[config.mk]
export PLATFORM = sky130hd
export DESIGN_NAME = uart_lsr_top
export DESIGN_NICKNAME = d
export VERILOG_FILES = /design/src/rtl/uart_lsr_pkg.sv /design/src/rtl/uart_fifo.sv /design/src/rtl/uart_rx_path.sv /design/src/rtl/uart_lsr_top.sv
export SDC_FILE = /design/constraint.sdc
export NUM_CORES = 2
export LEC_CHECK = 0
export BUFFER_PORTS_ARGS = -buffer_cell sky130_fd_sc_hd__buf_4
export CAP_MARGIN = 25
export CORE_ASPECT_RATIO = 0.8
export CORE_MARGIN = 4
export CORE_UTILIZATION = 52
export CTS_BUF_LIST = sky130_fd_sc_hd__clkbuf_8
export DETAILED_ROUTE_END_ITERATION = 10
export PLACE_DENSITY = 0.67
export SYNTH_ARGS = -nofsm -noshare
export SYNTH_HDL_FRONTEND = slang
export SYNTH_HIERARCHICAL = 1
export SYNTH_SLANG_ARGS = --single-unit
[constraint.sdc]
create_clock -name clk -period 4.25 [get_ports clk]
set_clock_uncertainty 0.2 [all_clocks]
set_input_delay 0.2125 -clock clk [delete_from_list [all_inputs] [get_ports clk]]
set_output_delay 0.2125 -clock clk [all_outputs]
set_load 0.02 [all_outputs]
[src/rtl/uart_lsr_pkg.sv]
package uart_lsr_pkg;

  localparam int CHAR_W = 8;
  localparam int ADDR_W = 2;

  // word addresses seen by software
  localparam logic [ADDR_W-1:0] ADR_DATA  = 2'd0;
  localparam logic [ADDR_W-1:0] ADR_STAT  = 2'd1;
  localparam logic [ADDR_W-1:0] ADR_LCTL  = 2'd2;
  localparam logic [ADDR_W-1:0] ADR_FLUSH = 2'd3;

  // status byte bit positions (decoded by software)
  localparam int ST_TX_ROOM  = 0;
  localparam int ST_RX_AVAIL = 1;
  localparam int ST_PAR      = 2;
  localparam int ST_OVR      = 3;
  localparam int ST_FRM      = 4;
  localparam int ST_BRK      = 5;
  localparam int ST_TX_DONE  = 6;

  // line control bit that forces the line low
  localparam int LC_FORCE_BRK = 5;

  typedef struct packed {
    logic              brk;
    logic              frm;
    logic              par;
    logic              ovr;
    logic [CHAR_W-1:0] ch;
  } rx_ent_t;

endpackage

[src/rtl/uart_fifo.sv]
module uart_fifo #(
  parameter int W     = 8,
  parameter int DEPTH = 128,
  localparam int AW   = $clog2(DEPTH),
  localparam int CW   = AW + 1
) (
  input  logic          clk,
  input  logic          rst,
  input  logic          clr,
  input  logic          push,
  input  logic          pop,
  input  logic [W-1:0]  din,
  output logic [W-1:0]  dout,
  output logic          empty,
  output logic          full,
  output logic [CW-1:0] level
);

  localparam logic [CW-1:0] FULL_CNT = CW'(DEPTH);
  localparam logic [AW-1:0] LAST_IDX = AW'(DEPTH - 1);

  logic [W-1:0]  mem [DEPTH];
  logic [AW-1:0] wp, rp;
  logic [CW-1:0] cnt;
  logic          do_push, do_pop;

  function automatic logic [AW-1:0] bump(input logic [AW-1:0] p);
    return (p == LAST_IDX) ? '0 : p + 1'b1;
  endfunction

  assign full    = (cnt == FULL_CNT);
  assign empty   = (cnt == '0);
  assign do_push = push && !full;
  assign do_pop  = pop && !empty;
  assign level   = cnt;
  assign dout    = mem[rp];

  // storage array: write port only, no reset, so it maps to RAM
  always_ff @(posedge clk) begin
    if (do_push) mem[wp] <= din;
  end

  always_ff @(posedge clk) begin
    if (rst || clr) begin
      wp  <= '0;
      rp  <= '0;
      cnt <= '0;
    end else begin
      if (do_push) wp <= bump(wp);
      if (do_pop)  rp <= bump(rp);
      unique case ({do_push, do_pop})
        2'b10:   cnt <= cnt + 1'b1;
        2'b01:   cnt <= cnt - 1'b1;
        default: cnt <= cnt;
      endcase
    end
  end

endmodule

[src/rtl/uart_rx_path.sv]
module uart_rx_path
  import uart_lsr_pkg::*;
#(
  parameter int DEPTH = 128,
  localparam int CW   = $clog2(DEPTH) + 1
) (
  input  logic              clk,
  input  logic              rst,
  input  logic              rx_stb,
  input  logic [CHAR_W-1:0] rx_char,
  input  logic              rx_perr,
  input  logic              rx_ferr,
  input  logic              rx_brk,
  input  logic              flush,
  input  logic              pop,
  output rx_ent_t           head,
  output logic              empty,
  output logic [CW-1:0]     level
);

  localparam int EW = $bits(rx_ent_t);

  logic          ovr_pend;
  logic          full;
  logic          store;
  rx_ent_t       ent;
  logic [EW-1:0] dout;

  // a flush discards anything arriving in the same cycle
  assign store = rx_stb && !flush && !full;

  assign ent = '{brk: rx_brk, frm: rx_ferr, par: rx_perr, ovr: ovr_pend, ch: rx_char};

  always_ff @(posedge clk) begin
    if (rst || flush)       ovr_pend <= 1'b0;
    else if (rx_stb && full) ovr_pend <= 1'b1;
    else if (store)          ovr_pend <= 1'b0;
  end

  uart_fifo #(.W(EW), .DEPTH(DEPTH)) u_rxq (
    .clk   (clk),
    .rst   (rst),
    .clr   (flush),
    .push  (store),
    .pop   (pop && !flush),
    .din   (ent),
    .dout  (dout),
    .empty (empty),
    .full  (full),
    .level (level)
  );

  assign head = dout;

endmodule

[src/rtl/uart_lsr_top.sv]
module uart_lsr_top
  import uart_lsr_pkg::*;
#(
  parameter int DEPTH = 128
) (
  input  logic              clk,
  input  logic              rst,
  input  logic              bus_wr,
  input  logic              bus_rd,
  input  logic [ADDR_W-1:0] bus_addr,
  input  logic [CHAR_W-1:0] bus_wdata,
  output logic [CHAR_W-1:0] bus_rdata,
  output logic [CHAR_W-1:0] tx_data,
  output logic              tx_avail,
  input  logic              tx_take,
  input  logic              tx_idle,
  input  logic              ser_in,
  output logic              ser_out,
  input  logic              rx_stb,
  input  logic [CHAR_W-1:0] rx_char,
  input  logic              rx_perr,
  input  logic              rx_ferr,
  input  logic              rx_brk
);

  localparam int CW = $clog2(DEPTH) + 1;

  logic              tx_empty, tx_full;
  logic [CW-1:0]     tx_lvl, rx_lvl;
  logic              rx_empty;
  rx_ent_t           rx_head;
  logic [CHAR_W-1:0] ctrl_q;
  logic [CHAR_W-1:0] stat;
  logic              wr_data, rd_data, flush;

  assign wr_data = bus_wr && (bus_addr == ADR_DATA);
  assign rd_data = bus_rd && (bus_addr == ADR_DATA);
  assign flush   = bus_wr && (bus_addr == ADR_FLUSH) && (bus_wdata == '0);

  uart_fifo #(.W(CHAR_W), .DEPTH(DEPTH)) u_txq (
    .clk   (clk),
    .rst   (rst),
    .clr   (1'b0),
    .push  (wr_data),
    .pop   (tx_take),
    .din   (bus_wdata),
    .dout  (tx_data),
    .empty (tx_empty),
    .full  (tx_full),
    .level (tx_lvl)
  );

  assign tx_avail = !tx_empty;

  uart_rx_path #(.DEPTH(DEPTH)) u_rx (
    .clk     (clk),
    .rst     (rst),
    .rx_stb  (rx_stb),
    .rx_char (rx_char),
    .rx_perr (rx_perr),
    .rx_ferr (rx_ferr),
    .rx_brk  (rx_brk),
    .flush   (flush),
    .pop     (rd_data),
    .head    (rx_head),
    .empty   (rx_empty),
    .level   (rx_lvl)
  );

  // status byte: queue states plus the flags of the oldest received char
  always_comb begin
    stat              = '0;
    stat[ST_TX_ROOM]  = !tx_full;
    stat[ST_RX_AVAIL] = !rx_empty;
    stat[ST_TX_DONE]  = tx_empty && tx_idle;
    if (!rx_empty) begin
      stat[ST_BRK] = rx_head.brk;
      stat[ST_OVR] = rx_head.ovr;
      stat[ST_FRM] = rx_head.frm && !rx_head.brk;
      stat[ST_PAR] = rx_head.par && !rx_head.brk;
    end
  end

  always_ff @(posedge clk) begin
    if (rst) begin
      ctrl_q <= '0;
    end else if (bus_wr && (bus_addr == ADR_LCTL)) begin
      ctrl_q <= bus_wdata;
    end
  end

  always_ff @(posedge clk) begin
    if (rst) begin
      bus_rdata <= '0;
    end else if (bus_rd) begin
      unique case (bus_addr)
        ADR_DATA: bus_rdata <= rx_empty ? '0 : rx_head.ch;
        ADR_STAT: bus_rdata <= stat;
        ADR_LCTL: bus_rdata <= ctrl_q;
        default:  bus_rdata <= '0;
      endcase
    end
  end

  always_ff @(posedge clk) begin
    if (rst) ser_out <= 1'b1;
    else     ser_out <= ctrl_q[LC_FORCE_BRK] ? 1'b0 : ser_in;
  end

endmodule

**Yosys cells after proc, flatten, opt, wreduce, memory -nomap -nowiden**

Memory sizes are Yosys's and may differ from the RTL's. A register that Yosys moved wholly into a read port is not among the register bits.
Index checks and enable logic that the tools add are counted.

- Register bits: 62
- Bits in latches: 0
- RAM bits: 2560
- Bits in read-only memories: 0
- Input bits: 29
- Output and inout port bits: 18
- Logic and storage cells: 83
- Memories: 2

- Add/sub/neg operators: 8
- $mul: 0
- Divide/modulo/power cells: 0
- Order comparisons: 0
- Eq/ne operators: 13
- Shifts and indexed selects: 0
- Mux-type cells: 20
- Bitwise operators: 0
- Reduce and logical (&&, ||, !) cells: 30

Memory list:

| name | depth | bits a word | rd ports | clocked after memory_dff | wr ports | RTL line | source |
|---|---|---|---|---|---|---|---|
| u_rx.u_rxq.mem | 128 | 12 | 1 | 1 | 1 | uart_fifo.sv:22 | `logic [W-1:0] mem [DEPTH];` |
| u_txq.mem | 128 | 8 | 1 | 1 | 1 | uart_fifo.sv:22 |  |

Operators with widths:

| kind | number |
|---|---|
| 2-to-1 mux 7 bit | 8 |
| case mux 8 bit (2 select lines) | 2 |
| adder 7 x 1 -> 7 bit, second input constant | 4 |
| == test 7 bit, second input constant | 4 |
| zero test 8 bit | 3 |
| case mux 8 bit (3 select lines) | 1 |
| adder 8 x 1 -> 8 bit, second input constant | 2 |
| == test 8 bit, second input constant | 2 |
| logical AND 1 bit | 16 |
| subtractor 8 x 1 -> 8 bit, second input constant | 2 |
| == test 2 bit, second input constant | 4 |
| 2-to-1 mux 8 bit | 1 |
| 2-to-1 mux 1 bit | 7 |
| == test 2 x 1 -> 1 bit, second input constant | 3 |
| zero test 1 bit | 6 |
| nonzero test 2 bit | 3 |
| 2-to-1 mux 4 bit | 1 |
| zero test 2 bit | 1 |
| logical OR 1 bit | 1 |

**Depth between registers and ports, before layout**

- Word-level depth: 9
- Depth in mapped cells: 16
- Gate-level depth less buffers: 15

**Hierarchy**

The synthesis kept the hierarchy.

Modules (own cells, without submodules):

| module | instances | cells an instance | area each (um^2) |
|---|---|---|---|
| uart_fifo (u_rx.u_rxq) | 1 | 2965 | 60339.1 |
| uart_fifo (u_txq) | 1 | 2097 | 40889.2 |
| uart_lsr_top | 1 | 92 | 815.8 |
| uart_rx_path | 1 | 5 | 53.8 |

**Worst setup path after synthesis**

OpenSTA, ideal clock, no wires.

- Path kind: reg-to-reg
- From: register u_rx.u_rxq.cnt[3] (netlist: u_rx/u_rxq/level[3])
- To: register u_rx.u_rxq.cnt[6] (netlist: u_rx/u_rxq/level[6])
- Arrival time: 3356 ps
- Path slack: 623 ps
- Cell stages (with the launch flop): 17
- Path through: dfxtp_1 -> clkbuf_1 -> nor4_1 -> nand3_1 -> inv_1 -> nor3b_1 -> nand2_1 -> ha_1 -> clkbuf_1 -> xor2_1 -> ha_1 -> a21oi_1 -> o21ai_1 -> a2111oi_0 -> a221oi_1 -> or3_1 -> a21oi_1

- Longest elaborated chain between the ends: 6
- Elaborated cells on any way between the ends: 13
- Classes of those cells: add/sub (2); eq/ne (3); mux (1); reduce/logical (7)

RTL lines:

| element | RTL line | source |
|---|---|---|
| start: declaration | uart_fifo.sv:24 | `logic [CW-1:0] cnt;` |
| start signal: assignment | uart_fifo.sv:52 | `2'b10: cnt <= cnt + 1'b1;` |
| start signal: assignment | uart_fifo.sv:53 | `2'b01: cnt <= cnt - 1'b1;` |
| start signal: assignment | uart_fifo.sv:54 | `default: cnt <= cnt;` |
| == test 8 bit (*) | uart_fifo.sv:31 | `assign full = (cnt == FULL_CNT);` |
| via u_rx.full | uart_rx_path.sv:24 | `logic full;` |
| zero test 1 bit (*) | uart_rx_path.sv:30 | `assign store = rx_stb && !flush && !full;` |
| logical AND 1 bit (*) | uart_rx_path.sv:30 |  |
| via u_rx.store | uart_rx_path.sv:25 | `logic store;` |
| logical AND 1 bit (*) | uart_fifo.sv:33 | `assign do_push = push && !full;` |
| == test 2 x 1 -> 1 bit or == test 2 bit (tied branches) | uart_fifo.sv:51 | `unique case ({do_push, do_pop})` |
| case mux 8 bit (2 select lines) or nonzero test 2 bit (tied branches) | - |  |

Mark *: on every way through the listed nets, which the timed path passes. The rest lies on a longest branch.
A chain may end at the register's enable or synchronous reset.

==> impl_metrics.json <==
{
  "clk_pin_slew_ps": 60,
  "min_from": "rx_char[6]",
  "grt.busiest_layer": "met1",
  "use_met2_pct": 33.3,
  "ys_top_cells_by_count": "edfxtp_1, mux4_2, mux2i_1",
  "async_flop_share_pct": 0,
  "dieHeight_um": 404,
  "cp_max_fo": 44,
  "cts_max_path_buffers": 4,
  "drt_pass1_iterations": 6,
  "synth_area_mm2": 0.102,
  "hp-class": "in -> reg",
  "post_drt_wl_per_cell_um": 28.4,
  "met3_usage_pct": 6.53,
  "tns_ps": 0,
  "cp_num_buf_inv": 3,
  "ant_nets": 0,
  "start_util_pct": 52.3,
  "ys.flop_type": "edfxtp_1",
  "grt_pass1_wl_um": 358000,
  "relSlewSlack_pct": 31.2,
  "path_delay_family": "simple AND/OR/NAND/NOR gates",
  "synth_area_leaders": "edfxtp_1, mux4_2, mux2i_1, dfxtp_1, nor2_1",
  "syn_inst": 5159,
  "drv_cap": 0,
  "fin_nets": 5811,
  "overflow": 0,
  "hpwl_um": 151000,
  "tightest_slew_ps": 1030,
  "grt_max_degree": 94,
  "synth_edf_count": 2560,
  "outcome": "finished clean",
  "worstHoldPathCells": 2,
  "grt_pass1_vias": 52326,
  "clk_latency_ps": 1040,
  "critical_path.startpoint_type": "flip-flop",
  "die_w_um": 503,
  "ir_worst_vdd_uv": 390,
  "synth_top_area_share_pct": 75.3,
  "vias": 53236,
  "rr_worst_depth": 11,
  "drive_gt1_share_pct": 24.6,
  "numCtsBuffers": 407,
  "slew_viol_final": 0,
  "p_leak_nw": 36.1,
  "grt_use_met1_pct": 38.0,
  "finalCriticalPeriod_ps": 4070,
  "critPathSlowestCell": "or3b_2",
  "fin_crit_sh_pct": 95.8,
  "die-area_mm2": 0.204,
  "max_stage_delay_ps": 510,
  "required_ps": 3840,
  "fmaxAchievable_mhz": 246,
  "io_buffer_count": 46,
  "core_mm2": 0.195,
  "reg2reg_to": "bus_rdata[7]$_SDFFE_PP0P_",
  "finalSetupViolations": 0,
  "grt_usage_pct": 24.1,
  "path_class": "reg -> out",
  "final_util_pct": 59.4,
  "cts.sinks": 2636,
  "p_per_area_mw_per_mm2": 427,
  "hold-path-endpoint": "u_rx/u_rxq/mem[91][6]$_DFFE_PP_",
  "synth_top_cell_by_area": "edfxtp_1",
  "post-route-drc-count": 0,
  "yosysMostFrequentCell": "edfxtp_1",
  "setup.worst_path.end_class": "output pin",
  "worstPathCellList": "or3b_2 -> buf_12 -> buf_12 -> o22ai_1 -> a211oi_1 -> nand2_1 -> nand2_1 -> nor4_1 -> buf_4",
  "syn_to_final_growth_pct": 13.5,
  "cts_tree": "built",
  "regToRegSetupSlack_ps": 350,
  "ios": 47,
  "synth_cell_types": 62,
  "htree_num_levels": 5,
  "yosysSeqAreaShare_pct": 76.8,
  "synth_seq_cells": 2636,
  "arrival_ps": 3660,
  "num_rows": 145,
  "vias_per_cell": 6.16,
  "worst-path-stages": 9,
  "hold_viol_final": 0,
  "drtIter0Drc": 6776,
  "antenna_found_initial": 8,
  "ys_warn_count": 6,
  "cts_root_buffer": "clkbuf_8",
  "place.gp.congestion": 0.892,
  "syn_area_per_cell_um2": 19.8,
  "wl_um": 245000,
  "rsz0062_at_grt": "no"
}
through the flow:
step	cells	setup WS [ps]	instance area, µm²	hold slack [ps]	total power [mW]
2_1_floorplan	5160	623	102000	83.4	29.8
3_3_place_gp	7840	4.31	107000	252	30.5
6_report	8649	178	116000	84.3	49.5
5_1_grt	8648	25.9	116000	87.1	51.2
3_5_place_dp	7854	81.9	107000	257	30.5
4_1_cts	8617	7.38	115000	24.0	49.9
worst max-delay path by stage:
stage / startpoint / end / slack [ps]
floorplan: u_rx/u_rxq/level[3]$_SDFFE_PP0P_ / u_rx/u_rxq/level[6]$_SDFFE_PP0P_ / 620
global placement: bus_wdata[3] / u_rx/u_rxq/level[6]$_SDFFE_PP0P_ / 4
detailed placement: bus_wdata[0] / u_rx/u_rxq/level[6]$_SDFFE_PP0P_ / 80
CTS: flip-flop / tx_data[5] / 7
global route: flip-flop / tx_data[6] / 30
finish: flip-flop / tx_data[7] / 180
power by group:
part | internal (mW) | leakage [nW] | total [mW] | switching (mW)
sequential | 28.5 | 23.4 | 28.6 | 0.0498
combinational | 0.514 | 8.53 | 1.46 | 0.946
clock | 9.98 | 4.19 | 19.4 | 9.46
registers in the layout (all words and copies together), names as in the netlist, named ones only:
signal / cells
u_txq/mem: 1024
u_rx/u_rxq/wp: 7
u_txq/wp: 7
ctrl_q: 8
u_txq/level: 8
ser_out: 1
u_rx/u_rxq/level: 8
u_rx/u_rxq/rp: 7
u_txq/rp: 7
u_rx/ovr_pend: 1
bus_rdata: 8
u_rx/u_rxq/mem: 1536
placed cells by master (no fill, tap or decap), types with 8 or more instances in the layout:
cell and instances:
clkinv_2 54, clkinv_1 95, nor2b_1 16, a22oi_1 144, dlygate4sd3_1 52, nand3b_1 9, a211oi_1 134, inv_1 127
clkinvlp_4 9, a31oi_1 8, nor4_1 8, nand2_1 271, nor4_2 15, buf_6 16, nor2_1 312, o22ai_1 151
buf_4 373, edfxtp_1 2560, nand3_1 49, nor3_1 28, o22ai_2 9, mux2i_1 350, buf_12 44, bufinv_16 14
a21oi_1 30, ha_1 9, o21ai_0 37, or3_1 14, mux4_2 480, dfxtp_1 70, clkbuf_8 420, xor2_1 26
xnor2_1 10
cell families (layout without fill, tap and decap cells):
group / after synthesis / after routing / share of synthesized area [%]
other cells: 1 / 8 / 0.00367
flops: 2636 / 2636 / 76.8
compound gates: 555 / 555 / 3.76
simple gates: 783 / 783 / 3.40
buf+inv: 308 / 1219 / 1.60
xor+xnor: 36 / 36 / 0.309
mux: 830 / 830 / 14.0
fa+ha+maj: 10 / 10 / 0.123
area by class of cell:
cell class / count / area, µm²
timing repair buffer: 494 / 4610
antenna: 6 / 15.0
fill: 13977 / 79300
clock buffer: 420 / 5780
inverter: 17 / 63.8
tap: 2572 / 3220
multi-input combinational: 2216 / 22200
clock inverter: 288 / 1570
sequential: 2636 / 78400
layer usage:
| metal | wire (µm) | vias to the layer above | part of all wire [%] |
|---|---|---|---|
| met2 | 107000 | 2754 | 44 |
| met1 | 106000 | 27686 | 43 |
| met4 | 5160 | 2 | 2.1 |
| met3 | 27300 | 335 | 11 |
| met5 | 13 | - | 0.0053 |
| li1 | - | 22459 | - |
repair_timing:
action / 4_1_cts / 5_1_grt
endpoints found under the hold margin: 1847 / 70
gates cloned: 0 / 1
setup endpoints to repair: 8 / 9
hold buffers: 48 / 4
gates resized for setup: 10 / 20
setup buffers: 7 / 1
(Power assumes the default switching activity.)
